[src/rtl/xcvr_pkg.sv]
package xcvr_pkg;

  typedef enum logic [1:0] {
    SM_PASS    = 2'd0,
    SM_HOLD    = 2'd1,
    SM_CAPTURE = 2'd2
  } store_mode_e;

  // storage mode chosen from the level control and the detected clock rise
  function automatic store_mode_e pick_mode(input logic le, input logic rise);
    if (le)        return SM_PASS;
    else if (rise) return SM_CAPTURE;
    else           return SM_HOLD;
  endfunction

  // one bit as seen through the keeper
  function automatic logic keep_bit(input logic drv, input logic din, input logic held);
    return drv ? din : held;
  endfunction

  // rising edge from current and previous sample
  function automatic logic is_rise(input logic now_s, input logic prev_s);
    return now_s & ~prev_s;
  endfunction

endpackage

[src/rtl/xcvr_clk_edge.sv]
module xcvr_clk_edge
  import xcvr_pkg::*;
(
  input  logic clk,
  input  logic rst_n,
  input  logic ck_i,
  output logic rise_o
);

  logic ck_q;

  always_ff @(posedge clk or negedge rst_n) begin
    if (!rst_n) ck_q <= 1'b1;
    else        ck_q <= ck_i;
  end

  assign rise_o = is_rise(ck_i, ck_q);

  // a rising sample cannot be reported on two edges in a row
  p_single_rise_r3: assert property (@(posedge clk) disable iff (!rst_n)
    rise_o |=> !rise_o);

endmodule

[src/rtl/xcvr_store.sv]
module xcvr_store
  import xcvr_pkg::*;
#(
  parameter int W = 18
) (
  input  logic         clk,
  input  logic         rst_n,
  input  logic         le_i,
  input  logic         rise_i,
  input  logic [W-1:0] din_i,
  output logic [W-1:0] dout_o,
  output store_mode_e  mode_o
);

  logic [W-1:0] q;
  store_mode_e  mode;

  assign mode   = pick_mode(le_i, rise_i);
  assign mode_o = mode;

  always_ff @(posedge clk or negedge rst_n) begin
    if (!rst_n) begin
      q <= '0;
    end else begin
      unique case (mode)
        SM_PASS:    q <= din_i;
        SM_CAPTURE: q <= din_i;
        default:    q <= q;
      endcase
    end
  end

  assign dout_o = (mode == SM_PASS) ? din_i : q;

  // hold keeps the stored word
  p_hold_r4: assert property (@(posedge clk) disable iff (!rst_n)
    (mode == SM_HOLD) |=> (q == $past(q)));

  // capture loads the word present at that edge
  p_capture_r3: assert property (@(posedge clk) disable iff (!rst_n)
    (mode == SM_CAPTURE) |=> (q == $past(din_i)));

  // after an open cycle the element holds what it saw then
  p_close_r5: assert property (@(posedge clk) disable iff (!rst_n)
    (mode == SM_PASS) |=> (q == $past(din_i)));

endmodule

[src/rtl/xcvr_keeper.sv]
module xcvr_keeper
  import xcvr_pkg::*;
#(
  parameter int W = 18
) (
  input  logic         clk,
  input  logic         rst_n,
  input  logic [W-1:0] din_i,
  input  logic [W-1:0] drv_i,
  output logic [W-1:0] seen_o
);

  logic [W-1:0] held_q;
  logic         live_q;

  for (genvar i = 0; i < W; i++) begin : g_bit
    assign seen_o[i] = keep_bit(drv_i[i], din_i[i], held_q[i]);

    always_ff @(posedge clk or negedge rst_n) begin
      if (!rst_n)        held_q[i] <= 1'b0;
      else if (drv_i[i]) held_q[i] <= din_i[i];
    end
  end

  always_ff @(posedge clk or negedge rst_n) begin
    if (!rst_n) live_q <= 1'b0;
    else        live_q <= 1'b1;
  end

  // an undriven bit keeps the level it was last seen at
  p_keep_r7: assert property (@(posedge clk) disable iff (!rst_n)
    live_q |=> (((seen_o ^ $past(seen_o)) & ~drv_i) == '0));

  // a driven bit is seen as driven
  p_drive_r7: assert property (@(posedge clk) disable iff (!rst_n)
    ((seen_o ^ din_i) & drv_i) == '0);

endmodule

[src/rtl/xcvr_dir.sv]
module xcvr_dir
  import xcvr_pkg::*;
#(
  parameter int W = 18
) (
  input  logic         clk,
  input  logic         rst_n,
  input  logic         le_i,
  input  logic         ck_i,
  input  logic [W-1:0] din_i,
  output logic [W-1:0] dout_o
);

  logic        rise;
  store_mode_e mode;

  xcvr_clk_edge u_edge (
    .clk    (clk),
    .rst_n  (rst_n),
    .ck_i   (ck_i),
    .rise_o (rise)
  );

  xcvr_store #(.W(W)) u_store (
    .clk    (clk),
    .rst_n  (rst_n),
    .le_i   (le_i),
    .rise_i (rise),
    .din_i  (din_i),
    .dout_o (dout_o),
    .mode_o (mode)
  );

  // a closed element with no rise leaves the output steady
  p_steady_r4: assert property (@(posedge clk) disable iff (!rst_n)
    (!le_i && !rise) |=> (!le_i && !rise) |-> $stable(dout_o));

endmodule

[src/rtl/bus_xcvr18.sv]
module bus_xcvr18
  import xcvr_pkg::*;
#(
  parameter int W = 18
) (
  input  logic         clk,
  input  logic         rst_n,
  input  logic [W-1:0] a_in,
  input  logic [W-1:0] a_drv,
  output logic [W-1:0] a_out,
  output logic [W-1:0] a_oe,
  input  logic [W-1:0] b_in,
  input  logic [W-1:0] b_drv,
  output logic [W-1:0] b_out,
  output logic [W-1:0] b_oe,
  input  logic         ab_oe,
  input  logic         ab_le,
  input  logic         ab_ck,
  input  logic         ba_oe,
  input  logic         ba_le,
  input  logic         ba_ck,
  output logic         contention
);

  localparam int NDIR = 2;

  logic [W-1:0] a_seen, b_seen;
  logic [W-1:0] dir_din  [NDIR];
  logic [W-1:0] dir_dout [NDIR];
  logic         dir_le   [NDIR];
  logic         dir_ck   [NDIR];
  logic         dir_en   [NDIR];
  logic         armed_q;

  xcvr_keeper #(.W(W)) u_keep_a (
    .clk (clk), .rst_n (rst_n), .din_i (a_in), .drv_i (a_drv), .seen_o (a_seen)
  );

  xcvr_keeper #(.W(W)) u_keep_b (
    .clk (clk), .rst_n (rst_n), .din_i (b_in), .drv_i (b_drv), .seen_o (b_seen)
  );

  always_ff @(posedge clk or negedge rst_n) begin
    if (!rst_n) armed_q <= 1'b0;
    else        armed_q <= 1'b1;
  end

  // index 0: A to B, index 1: B to A
  assign dir_din[0] = a_seen;
  assign dir_din[1] = b_seen;
  assign dir_le[0]  = ab_le;
  assign dir_le[1]  = ba_le;
  assign dir_ck[0]  = ab_ck;
  assign dir_ck[1]  = ba_ck;
  assign dir_en[0]  = armed_q & ab_oe;
  assign dir_en[1]  = armed_q & ba_oe;

  for (genvar d = 0; d < NDIR; d++) begin : g_dir
    xcvr_dir #(.W(W)) u_dir (
      .clk    (clk),
      .rst_n  (rst_n),
      .le_i   (dir_le[d]),
      .ck_i   (dir_ck[d]),
      .din_i  (dir_din[d]),
      .dout_o (dir_dout[d])
    );
  end

  assign b_out      = dir_en[0] ? dir_dout[0] : '0;
  assign b_oe       = {W{dir_en[0]}};
  assign a_out      = dir_en[1] ? dir_dout[1] : '0;
  assign a_oe       = {W{dir_en[1]}};
  assign contention = dir_en[0] & dir_en[1];

  // a disabled direction leaves its port quiet
  p_idle_ab_r1: assert property (@(posedge clk) disable iff (!rst_n)
    !ab_oe |-> (b_oe == '0 && b_out == '0));
  p_idle_ba_r1: assert property (@(posedge clk) disable iff (!rst_n)
    !ba_oe |-> (a_oe == '0 && a_out == '0));

  // open element passes the seen data straight through
  p_pass_ab_r2: assert property (@(posedge clk) disable iff (!rst_n)
    (armed_q && ab_oe && ab_le) |-> (b_out == a_seen));
  p_pass_ba_r6: assert property (@(posedge clk) disable iff (!rst_n)
    (armed_q && ba_oe && ba_le) |-> (a_out == b_seen));

  // nothing drives before the first edge after reset
  p_arm_r8: assert property (@(posedge clk) disable iff (!rst_n)
    !armed_q |-> (a_oe == '0 && b_oe == '0));

  // the flag agrees with both ports driving
  p_contend_r9: assert property (@(posedge clk) disable iff (!rst_n)
    contention |-> (&a_oe && &b_oe));
  p_contend_set_r9: assert property (@(posedge clk) disable iff (!rst_n)
    (armed_q && ab_oe && ba_oe) |-> contention);

endmodule

[config.mk]
export PLATFORM = sky130hd
export DESIGN_NAME = bus_xcvr18
export DESIGN_NICKNAME = d
export VERILOG_FILES = /design/src/rtl/xcvr_pkg.sv /design/src/rtl/xcvr_clk_edge.sv /design/src/rtl/xcvr_store.sv /design/src/rtl/xcvr_keeper.sv /design/src/rtl/xcvr_dir.sv /design/src/rtl/bus_xcvr18.sv
export SDC_FILE = /design/constraint.sdc
export NUM_CORES = 1
export LEC_CHECK = 0
export BUFFER_PORTS_ARGS = -buffer_cell sky130_fd_sc_hd__buf_4
export CORE_MARGIN = 2
export CORE_UTILIZATION = 45
export CTS_BUF_LIST = sky130_fd_sc_hd__clkbuf_4
export CTS_CLUSTER_DIAMETER = 40
export DETAILED_ROUTE_END_ITERATION = 7
export PLACE_DENSITY_LB_ADDON = 0.3
export SLEW_MARGIN = 40
export SYNTH_ARGS = -nofsm -noshare
export SYNTH_HDL_FRONTEND = slang
export SYNTH_SLANG_ARGS = --single-unit
[constraint.sdc]
create_clock -name clk -period 1.68 [get_ports clk]
set_input_delay 0.336 -clock clk [delete_from_list [all_inputs] [get_ports clk]]
set_output_delay 0.336 -clock clk [all_outputs]
set_load 0.02 [all_outputs]
==> impl_metrics.py, run 1 <==
metrics = {
    "run_status": {
        "outcome": "finished with violations",
        "failed_checks": "setup timing",
    },
    "drt": {
        "drc_errors": 0,
        "drt_wl_total_mm": 8.614,
        "viasPerCell": 4.852,
        "drtPass1Iterations": 4,
        "wl_per_cell_um": 15.95,
        "drt_iter0_drc": 52,
        "ant_nets": 0,
        "vias": 2620,
    },
    "die": {
        "io_pins": 153,
        "num_rows": 32,
        "die_w_um": 94.26,
        "dieArea_sq_um": 8885,
        "core_area_sq_um": 7807,
        "start_util": 0.4696,
        "die_h_um": 94.26,
    },
    "worst_setup_path": {
        "r2r-start": "g_dir[1].u_dir.u_edge.ck_q",
        "crit_slowest_cell": "dfrtp_1",
        "r2r_cells": 4,
        "worst-setup-path-type": "reg -> out",
        "cp-start-kind": "flip-flop",
        "critical_path.cell_chain": "mux2_4 -> mux2i_2 -> nor2_1 -> buf_4",
        "cpPeakStageDelay_ps": 380,
        "end_kind": "output pin",
        "ff2ff_setup_slack_ps": 250,
        "path_max_fanout": 2,
        "r2r-end": "g_dir[1].u_dir.u_store.q[3]",
        "cp.arrival_ps": 1480,
        "crit_required_ps": 1340,
    },
    "pwr": {
        "intPower_mw": 3.556,
        "ir_drop_mv": 0.5975,
        "pwr-share-seq": 0.443,
        "swShare": 0.2574,
        "power.leakage_nw": 2.802,
        "clock_power_share": 0.290,
        "combPwrFrac": 0.267,
        "finalPower_mw": 4.788,
        "power_switching_mw": 1.233,
        "p_per_area_nw_per_um2": 879.4,
    },
    "yosys": {
        "synth_top_area_share": 0.4983,
        "yosysSeqAreaShare": 0.5126,
        "synth_warnings": 0,
        "syn_nets": 351,
        "ys_ff_latch": 75,
        "netlist_instances": 271,
        "synth_area_sq_um": 3666,
        "synthTopCellsByArea": "dfrtp_1, mux2_2, mux2i_1",
        "yosys.area.top_type": "dfrtp_1",
        "syn_avg_cell_area_sq_um": 13.53,
        "ys_types": 15,
    },
    "cells_and_area": {
        "final_cell_mix": "buf_4, dfrtp_1, mux2_4, nor2_1, buf_6",
        "fin_area_sq_um": 5445,
        "layout-drive-gt1-share": 0.6598,
        "antenna_cells": 0,
        "synthToLayoutAreaGrowth_pct": 48.53,
        "final_nets": 513,
        "final_common_cell": "buf_4",
    },
    "global_route": {
        "grt_antenna_before_repair": 0,
        "grt_max_degree": 34,
        "grt_use_total": 0.1977,
        "grt_pass1_vias": 2812,
        "grt_pass1_wl_mm": 13.41,
        "grt-ovfl-total": 0,
    },
    "clock_network": {
        "clk_pin_slew_ps": 120,
        "htreeDepth": 3,
        "cts_buffers": 9,
        "cts_buffer_depth": 2,
        "tritoncts": "built",
        "cts.sink_count": 75,
        "insertion_delay_ps": 410,
        "clock-root-buffer": "clkbuf_4",
    },
    "placed_design": {
        "dp.final_hpwl_mm": 5.327,
        "place.gp.congestion": 0.7321,
        "placed_area_sq_um": 4700,
        "io_buffer_count": 152,
    },
    "timing": {
        "rsz0062_at_grt": "true",
        "fmax_mhz": 552.2,
        "finalSetupViolCount": 72,
        "finalCritPeriodShare": 1.078,
        "final_hold_viol_count": 0,
        "finClkSkew_ps": 18.98,
        "fin_ws_ps": -131.1,
        "drv_slew": 0,
        "fin_setup_tns_ps": -3265,
        "min_period_ps": 1811,
    },
    "min_path": {
        "holdCritStartpoint": "ab_ck",
        "worstHoldEndpoint": "g_dir[0].u_dir.u_edge.ck_q",
        "whs_path_depth": 1,
        "hp-class": "in -> reg",
    },
    "flow_run": {
        "max_cap_violations": 0,
    },
}
==> power groups by stage <==
stage	registers [mW]	logic, mW	clock network, mW
finish	2.12	1.28	1.39
global route	2.15	1.37	1.51
CTS	2.12	1.25	1.44
detailed placement	2.15	1.05	0
global placement	2.14	1.03	0
floorplan	2.12	0.695	0
==> metal layers <==
metal	GRT usage	share of wire	wire (um)	vias to the layer above
met3	0.04013	0.061	522	16
met5	0	0	0	-
li1	-	-	-	1213
met1	0.2312	0.39	3394	1289
met4	0.08333	0.022	189	0
met2	0.3512	0.52	4507	102
==> synth_stat cells (all sizes together) <==
cell type	n
dfrtp	73
dfstp	2
buf	40
nor2	36
mux2i	36
nand2	2
and3	1
a21oi	2
conb	1
mux2	72
inv	4
clkbuf	2
==> area by class of cell <==
type,instances,area (sq um)
clock buffer,11,82.58
clock inverter,5,101.3
inverter,4,22.52
sequential,75,1881
multi-input combinational,150,1574
fill,579,2362
tap,102,127.6
timing repair buffer,193,1657
==> stage by stage <==
stage               hold WS [ps]  setup WS (ps)  std cells  utilization
global placement           270.8          113.1        491       0.6019
finish                     53.76         -131.1        540       0.6974
detailed placement         273.9          107.1        491       0.6019
global route               25.82         -226.8        540       0.6974
CTS                        21.67         -166.8        534       0.6885
floorplan                  40.41          7.267        271            -
==> critical path, delay by kind of cell, from the launching register on <==
kind / cells / cell delay [ps]
multiplexers: 2 / 470
flip-flops: 1 / 380
buffers and inverters: 1 / 160
AND/OR/NAND/NOR: 1 / 70
==> worst max path at each step <==
stage	start	endpoint	slack, ps	cells past startpoint
global route	u_keep_b.held_q[6]	a_out[6]	-230	4
finish	u_keep_b.held_q[6]	a_out[6]	-130	4
floorplan	armed_q	b_oe[10]	7	4
detailed placement	ba_oe	a_oe[11]	110	4
global placement	ba_oe	a_oe[12]	110	4
CTS	u_keep_b.held_q[6]	a_out[6]	-170	4
==> cell families (layout without fill, tap and decap cells) <==
family | Yosys count | in the layout | synth area share
buf+inv | 46 | 213 | 0.09693
other cells | 1 | 1 | 0.001023
simple gates | 39 | 39 | 0.04062
compound gates | 2 | 2 | 0.008873
mux | 108 | 108 | 0.3399
flops | 75 | 75 | 0.5126
==> what timing repair did <==
action	4_1_cts	5_1_grt
gates resized for setup	70	7
hold buffers	1	0
buffers inserted	26	6
endpoints found under the hold margin	24	0
endpoints found under the setup margin	72	72
pin swaps	11	12
==> sequential cells by signal (all words and copies together), names as in the netlist <==
register / flops
u_keep_a.held_q: 18
g_dir.u_dir.u_store.q: 36
armed_q: 1
g_dir.u_dir.u_edge.ck_q: 2
u_keep_b.held_q: 18
Power figures use the tool's default switching activity.
==> run 2, diff against run 1 <==
- BUFFER_PORTS_ARGS: -buffer_cell sky130_fd_sc_hd__buf_4 -> -buffer_cell sky130_fd_sc_hd__buf_2
- CORE_MARGIN: 2 -> default
- SLEW_MARGIN: 40 -> 20
==> run 2 against run 1 <==
- the run still ends with setup timing left
- clock skew shrank 1.5 ps
- non-clock buffer count decreased by 1
- via count up 0.42%
- sequential power hardly changed
==> impl_metrics.py, run 2 (synthesis results as in run 1) <==
metrics = {
    "run_status": {
        "outcome": "finished with violations",
        "failed_checks": "setup timing",
    },
    "worst_setup_path": {
        "critical_path.cell_chain": "nand2_8 -> clkbuf_16 -> nor2_2 -> buf_6",
        "end_kind": "output pin",
        "cp.arrival_ps": 1470,
        "critPathLaunch": "armed_q",
        "cp-start-kind": "flip-flop",
        "worst-path-buf-inv": 2,
        "crit_slowest_cell": "dfrtp_2",
        "r2r-start": "g_dir[1].u_dir.u_edge.ck_q",
        "worst-setup-path-type": "reg -> out",
        "cpPeakStageDelay_ps": 490,
        "ff2ff_setup_slack_ps": 280,
        "path_max_fanout": 8,
        "critPathTopFamily": "flip-flops",
        "crit_required_ps": 1340,
        "r2r_cells": 4,
        "r2r-end": "g_dir[1].u_dir.u_store.q[0]",
    },
    "drt": {
        "drc_errors": 0,
        "drt_wl_total_mm": 8.387,
        "ant_nets": 0,
        "drtPass1Iterations": 4,
        "wl_per_cell_um": 15.45,
        "drt_iter0_drc": 58,
        "viasPerCell": 4.845,
        "vias": 2631,
    },
    "pwr": {
        "clock_power_share": 0.261,
        "p_per_area_nw_per_um2": 853.5,
        "combPwrFrac": 0.284,
        "pwr-share-seq": 0.455,
        "swShare": 0.2787,
        "finalPower_mw": 4.692,
        "power_switching_mw": 1.308,
        "ir_drop_mv": 0.4357,
        "intPower_mw": 3.385,
        "power.leakage_nw": 2.731,
    },
    "timing": {
        "rsz0062_at_grt": "true",
        "drv_slew": 0,
        "min_period_ps": 1805,
        "finClkSkew_ps": 17.48,
        "final_hold_viol_count": 0,
        "fmax_mhz": 554.0,
        "finalCritPeriodShare": 1.074,
        "fin_ws_ps": -125.2,
        "finalSetupViolCount": 72,
    },
    "cells_and_area": {
        "layout-drive-gt1-share": 0.7483,
        "final_nets": 517,
        "top_register": "g_dir.u_dir.u_store.q",
        "final_cells": 543,
        "antenna_cells": 0,
        "largest_reg_flops": 36,
        "final_cell_mix": "buf_2, dfrtp_1, mux2_4, buf_4, buf_6",
        "synthToLayoutAreaGrowth_pct": 49.97,
        "reg.largest.list": "g_dir.u_dir.u_store.q: 36 flops, u_keep_a.held_q: 18 flops, u_keep_b.held_q: 18 flops",
        "final_common_cell": "buf_2",
    },
    "min_path": {
        "hp-class": "in -> reg",
        "holdCritStartpoint": "ba_ck",
        "whs_path_depth": 1,
        "worstHoldEndpoint": "g_dir[1].u_dir.u_edge.ck_q",
    },
    "placed_design": {
        "dp.final_hpwl_mm": 4.830,
        "place.gp.congestion": 0.6829,
        "place_ws_ps": 177.8,
        "io_buffer_count": 152,
        "dp.cells": 494,
    },
    "global_route": {
        "grt_use_total": 0.1873,
        "grt-ovfl-total": 0,
        "grt_pass1_wl_mm": 12.29,
        "grt_antenna_before_repair": 0,
        "grt_pass1_vias": 2663,
        "grt_max_degree": 36,
    },
    "die": {
        "dieArea_sq_um": 8512,
        "core_area_sq_um": 7807,
        "num_rows": 32,
        "die_h_um": 92.26,
        "start_util": 0.4696,
        "die_w_um": 92.26,
        "io_pins": 153,
    },
    "clock_network": {
        "clock-root-buffer": "clkbuf_4",
        "cts.sink_count": 75,
        "tritoncts": "built",
        "clk_pin_slew_ps": 120,
        "cts_buffers": 9,
        "insertion_delay_ps": 400,
        "cts_buffer_depth": 2,
        "htreeDepth": 3,
    },
    "flow_run": {
        "max_cap_violations": 0,
    },
}
-- run 2: layer usage --
metal / GRT usage / up-vias / part of all wire
met5: 0 / - / 0
met4: 0.07552 / 0 / 0.011
met3: 0.03151 / 7 / 0.046
met2: 0.3246 / 96 / 0.51
met1: 0.2316 / 1300 / 0.43
li1: - / 1228 / -
-- run 2: timing repair --
action / in CTS / in global routing
endpoints found under the setup margin: 72 / 72
cloned: 4 / 3
pin swaps: 4 / 5
setup buffers: 19 / 7
hold buffers: 1 / 0
gates resized for setup: 95 / 105
endpoints found under the hold margin: 19 / 0
-- run 2: how the worst max path moves through the flow --
stage                      to  cells after the start
floorplan            b_oe[10]                      4
global placement    b_out[15]                      5
detailed placement    b_oe[5]                      4
CTS                  a_out[9]                      4
global route         a_oe[10]                      4
finish               b_out[8]                      4
-- run 2: power by group through the flow --
stage          clock, mW  sequential (mW)  combinational [mW]
2_1_floorplan          0             2.12               0.695
3_3_place_gp           0             2.13               0.933
3_5_place_dp           0             2.15               0.947
4_1_cts             1.28             2.11                1.13
5_1_grt             1.34             2.16                1.42
6_report            1.22             2.13                1.33
-- run 2: metrics by stage --
step                        util  TNS (ps)  cell area (sq um)  hold slack, ps
after global placement    0.5596         0               4369           243.2
after CTS                 0.6409     -6685               5004           15.12
after global routing      0.7042    -11210               5498           12.26
after floorplan                -         0               3681           40.41
final                     0.7042     -5241               5498           52.13
after detailed placement  0.5596         0               4369           244.5
-- run 2: final cells by class --
| cell class | count | area [sq um] |
|---|---|---|
| Multi-Input combinational cell | 150 | 1782 |
| Inverter | 4 | 22.52 |
| Sequential cell | 75 | 1881 |
| Fill cell | 535 | 2310 |
| Clock buffer | 10 | 75.07 |
| Clock inverter | 5 | 77.57 |
| Tap cell | 102 | 127.6 |
| Timing Repair Buffer | 192 | 1495 |
| Timing Repair inverter | 5 | 37.54 |
